**src/rtl/debruijn_lfsr_pkg.sv**
```systemverilog
package debruijn_lfsr_pkg;

    localparam int unsigned GEN_W = 5;

    // Standard form: parity of these stages forms the incoming top bit.
    localparam logic [GEN_W-1:0] STD_TAPS = 5'b01001;

    // Modular form: positions toggled by the bit leaving the bottom stage.
    localparam logic [GEN_W-1:0] MOD_MASK = 5'b10010;

    localparam logic [GEN_W-1:0] SEED = 5'b00001;

    typedef enum logic {
        FORM_STANDARD = 1'b0,
        FORM_MODULAR  = 1'b1
    } form_e;

    typedef struct packed {
        logic upper_clear;  // all stages except the bottom one are zero
        logic all_clear;    // every stage is zero
    } zero_info_t;

    function automatic logic parity_of(input logic [GEN_W-1:0] v);
        return ^v;
    endfunction

endpackage

```
**src/rtl/debruijn_zero_detect.sv**
```systemverilog
module debruijn_zero_detect
    import debruijn_lfsr_pkg::*;
#(
    parameter int unsigned W = GEN_W
) (
    input  logic [W-1:0] cur,
    output zero_info_t   info
);

    logic upper_nor;

    assign upper_nor        = ~|cur[W-1:1];
    assign info.upper_clear = upper_nor;
    assign info.all_clear   = upper_nor & ~cur[0];

endmodule

```
**src/rtl/debruijn_std_next.sv**
```systemverilog
module debruijn_std_next
    import debruijn_lfsr_pkg::*;
#(
    parameter int unsigned   W         = GEN_W,
    parameter logic [W-1:0]  TAPS      = STD_TAPS,
    parameter bit            MINIMIZED = 1'b1
) (
    input  logic [W-1:0] cur,
    input  logic         upper_clear,
    output logic [W-1:0] nxt
);

    logic lin_fb;
    logic fb;

    assign lin_fb = ^(cur & TAPS);

    generate
        if (MINIMIZED) begin : g_min
            // When the upper stages are clear only the bottom tap is live,
            // so the sum collapses to the inverted bottom stage.
            assign fb = upper_clear ? ~cur[0] : lin_fb;
        end else begin : g_xor
            assign fb = lin_fb ^ upper_clear;
        end
    endgenerate

    assign nxt = {fb, cur[W-1:1]};

endmodule

```
**src/rtl/debruijn_mod_next.sv**
```systemverilog
module debruijn_mod_next
    import debruijn_lfsr_pkg::*;
#(
    parameter int unsigned  W    = GEN_W,
    parameter logic [W-1:0] MASK = MOD_MASK
) (
    input  logic [W-1:0] cur,
    input  logic         upper_clear,
    output logic [W-1:0] nxt
);

    logic out_bit;

    assign out_bit = cur[0] ^ upper_clear;
    assign nxt     = (cur >> 1) ^ ({W{out_bit}} & MASK);

endmodule

```
**src/rtl/debruijn_lfsr.sv**
```systemverilog
module debruijn_lfsr
    import debruijn_lfsr_pkg::*;
#(
    parameter int unsigned  W         = GEN_W,
    parameter logic [W-1:0] STD_T     = STD_TAPS,
    parameter logic [W-1:0] MOD_M     = MOD_MASK,
    parameter logic [W-1:0] RST_SEED  = SEED,
    parameter bit           MINIMIZED = 1'b1
) (
    input  logic         clk,
    input  logic         rst,
    input  logic         en,
    input  logic         mode,
    output logic [W-1:0] state,
    output logic         zero_flag
);

    form_e       form;
    zero_info_t  zinfo;
    logic [W-1:0] std_nxt;
    logic [W-1:0] mod_nxt;
    logic [W-1:0] sel_nxt;
    logic [W-1:0] state_q;

    assign form = form_e'(mode);

    debruijn_zero_detect #(.W(W)) u_zdet (
        .cur  (state_q),
        .info (zinfo)
    );

    debruijn_std_next #(.W(W), .TAPS(STD_T), .MINIMIZED(MINIMIZED)) u_std (
        .cur         (state_q),
        .upper_clear (zinfo.upper_clear),
        .nxt         (std_nxt)
    );

    debruijn_mod_next #(.W(W), .MASK(MOD_M)) u_mod (
        .cur         (state_q),
        .upper_clear (zinfo.upper_clear),
        .nxt         (mod_nxt)
    );

    always_comb begin
        unique case (form)
            FORM_STANDARD: sel_nxt = std_nxt;
            FORM_MODULAR:  sel_nxt = mod_nxt;
            default:       sel_nxt = std_nxt;
        endcase
    end

    always_ff @(posedge clk) begin
        if (rst) begin
            state_q <= RST_SEED;
        end else if (en) begin
            state_q <= sel_nxt;
        end
    end

    assign state     = state_q;
    assign zero_flag = zinfo.all_clear;

endmodule

```
**config.mk**
```make
export PLATFORM = sky130hd
export DESIGN_NAME = debruijn_lfsr
export DESIGN_NICKNAME = d
export VERILOG_FILES = /design/src/rtl/debruijn_lfsr_pkg.sv /design/src/rtl/debruijn_zero_detect.sv /design/src/rtl/debruijn_std_next.sv /design/src/rtl/debruijn_mod_next.sv /design/src/rtl/debruijn_lfsr.sv
export SDC_FILE = /design/constraint.sdc
export NUM_CORES = 1
export LEC_CHECK = 0
export BUFFER_PORTS_ARGS = -buffer_cell sky130_fd_sc_hd__clkbuf_2
export CAP_MARGIN = 20
export CORE_AREA = 2 2 39 41
export DETAILED_ROUTE_END_ITERATION = 10
export DIE_AREA = 0 0 41 43
export SKIP_CTS_REPAIR_TIMING = 1
export SYNTH_ARGS = -nofsm -noshare
export SYNTH_HDL_FRONTEND = slang
export SYNTH_SLANG_ARGS = --single-unit
```
**constraint.sdc**
```tcl
create_clock -name clk -period 1.7 [get_ports clk]
set_clock_uncertainty 0.1 [all_clocks]
set_input_delay 0.085 -clock clk [delete_from_list [all_inputs] [get_ports clk]]
set_output_delay 0.085 -clock clk [all_outputs]
set_load 0.01 [all_outputs]
```
==> results.md <==
- Status: completed
- Initial Utilization: 0.185
- CTS max path bufs: 2
- Number of global-route vias before repair: ~240
- Avg WL per Cell: 10.2 µm
- Max Cap Violations: 0
- Syn avg cell area: 8.55 µm²
- Area share of the largest cell type after synthesis: 0.390
- Critical path's slowest cell: dfxtp_2
- Count of cell types in the netlist: 16
- Num Clock Sinks: 5
- Layout cells sized above 1: 0.432
- CP Capture Type: flop
- # diodes: 0
- Post-synthesis net count: 35
- Final Max Tran Viols: 0
- Period minus WS final: 1610 ps
- Worst slack, placed: -23.1 ps
- Fin crit share: 0.948
- Post-route setup slack: 89.0 ps
- Clock latency on the worst-skew pair: 250 ps
- Metal3 WL: around 32 µm
- Sequential power share: 0.372
- Initial antenna violation count: 0
- Max reg flops: 5
- Pint: around 0.26 mW
- TritonRoute pass-1 iters: 4
- Area delta synth->final: 49.3%
- CTS root buf: clkbuf_4
- DP HPWL: 455 µm
- Final setup viols: 0
- Final nets: 50
- Sw frac: 0.282
- Clock power frac: 0.390
- Die area: 1760 µm²
- Top cell type by total area after synthesis: dfxtp_1
- Vias: 259
- Routed wire length: slightly above 600 µm
- Multi-input gate area: 139 µm²
- Pwr Density: 943 nW/µm²
- DR WL met2: 287 µm
- Layout fillers: 157
- First-pass GRT wire length: roughly 880 µm
- Power share of the combinational group: 0.238
- Rows: 14
- Clock slew at reported path FFs: 50 ps
- Post-DRT Antenna Nets: 0
- Crit path DAT: 1670 ps
- Synthesized cell area: between 200 and 300 µm²
- Total negative setup slack: 0 ps
- Core ar.: 1380 µm²
- Crit start category: flop
- # port buffers: 9
- Flip-flop and latch count after synthesis: 5
- Max Fclk: around 620 MHz
- P_sw: 0.102 mW
- Slew headroom: 0.849
- CP Max Fanout: 3
- Lkg Pwr: around 0.19 nW
- CTS tree: done
- DR top layer: met4
- Post-Synthesis Cells: 30
- Slew of the pin with the lowest slew margin: 225 ps
- Pin count of the biggest net entering global routing: 10
- Initial DRC Count: 4
- Top-level I/O count: 10
- Die Ht: about 43 µm
- Worst Path Required: 1760 ps
- Sequential area share after synthesis: 0.390
- Vias per std cell: 4.32
- Die width: ~41 µm
- Routability congestion estimate: 0.747
- HP Class: input port to flop
- CTS Buf Count: 3
- Reg2reg setup slack: 90 ps
- Register area: 101 µm²
- H-tree levels: 1
- Gr usage total: 0.0823
- Synth area leaders: dfxtp_1, buf_4, mux2i_1
- CP peak stage delay: roughly 330 ps
- Final hold viol count: 0
- VDD IR-drop max: 239 µV
- Synth warnings: 0
- WS Path Type: flop to flop
- Cell Chain, Critical Path: nor4_4 -> ha_1 -> or3_1 -> a311oi_2
- Remaining DRCs: 0
- WL met1: 269 µm
- Total global routing overflow: 0
## logic make-up (layout without fill, tap and decap cells)
family | after synthesis | after routing | share of synthesized area
adder cells (fa/ha/maj) | 1 | 1 | 0.0488
AND/OR/NAND/NOR | 9 | 9 | 0.161
AO/OA/AOI/OAI | 5 | 5 | 0.137
XOR/XNOR | 1 | 1 | 0.0342
buffers and inverters | 7 | 21 | 0.151
multiplexers | 2 | 2 | 0.0781
flip-flops | 5 | 5 | 0.390
## stage by stage
stage / cell area (µm²) / cells / hold slack (ps) / util / total power, mW
CTS: 350 / 59 / -23.0 / 0.253 / 0.351
global placement: 324 / 55 / 236 / 0.234 / 0.209
floorplan: 256 / 30 / 57.1 / - / 0.187
global route: 383 / 60 / 66.2 / 0.277 / 0.384
detailed placement: 324 / 55 / 232 / 0.234 / 0.211
finish: 383 / 60 / 33.2 / 0.277 / 0.361
## layout by cell type, fill, tap and decap left out, types with 2 or more instances in the layout
cell | netlist | routed
buf_4 | 3 | 4
inv_1 | 3 | 3
nor2_1 | 4 | 4
o21ai_0 | 2 | 2
clkbuf_2 | 0 | 9
mux2i_1 | 2 | 2
clkbuf_4 | 0 | 3
dfxtp_1 | 5 | 4
## Yosys cell counts (all sizes together)
cell type / count
dfxtp: 5
buf: 4
nor2: 4
inv: 3
a311oi: 2
mux2i: 2
o21ai: 2
ha: 1
nand2: 1
nand3: 1
nor3: 1
nor4: 1
o211ai: 1
or3: 1
xnor2: 1
## layout make-up
| type | instances | share of cell area |
|---|---|---|
| Clock buffer | 4 | 0.0686 |
| Inverter | 3 | 0.0294 |
| Multi-Input combinational cell | 18 | 0.363 |
| Sequential cell | 5 | 0.265 |
| Tap cell | 16 | 0.0523 |
| Timing Repair Buffer | 14 | 0.222 |
## metal layers
layer  up-vias  track usage
met4         0        0.140
li1        132            -
met3         2            0
met5         -            0
met2         8        0.103
met1       117       0.0900
## worst max-delay path, delay by kind of cell (launching register included)
| kind | cells | cell delay (ps) |
|---|---|---|
| and+or+nand+nor | 2 | 620 |
| DFF | 1 | 330 |
| AOI/OAI and AO/OA | 1 | 200 |
| adders and majority gates | 1 | 290 |
## power by group through the flow
stage          sequential (mW)  clock, mW  combinational (mW)
2_1_floorplan            0.137          0              0.0504
3_3_place_gp             0.132          0              0.0766
3_5_place_dp             0.133          0              0.0783
4_1_cts                  0.131      0.142              0.0789
5_1_grt                  0.135      0.153              0.0958
6_report                 0.134      0.141              0.0859
## final timing paths
kind,start,end,depth (start not counted)
worst max-delay path,state[2],state[1],4
worst min-delay path,mode,state[4],3
worst max register to register,state[2],state[1],4
worst min register to register,state[0],state[0],2
No activity file was read; power rests on OpenSTA's default activity.
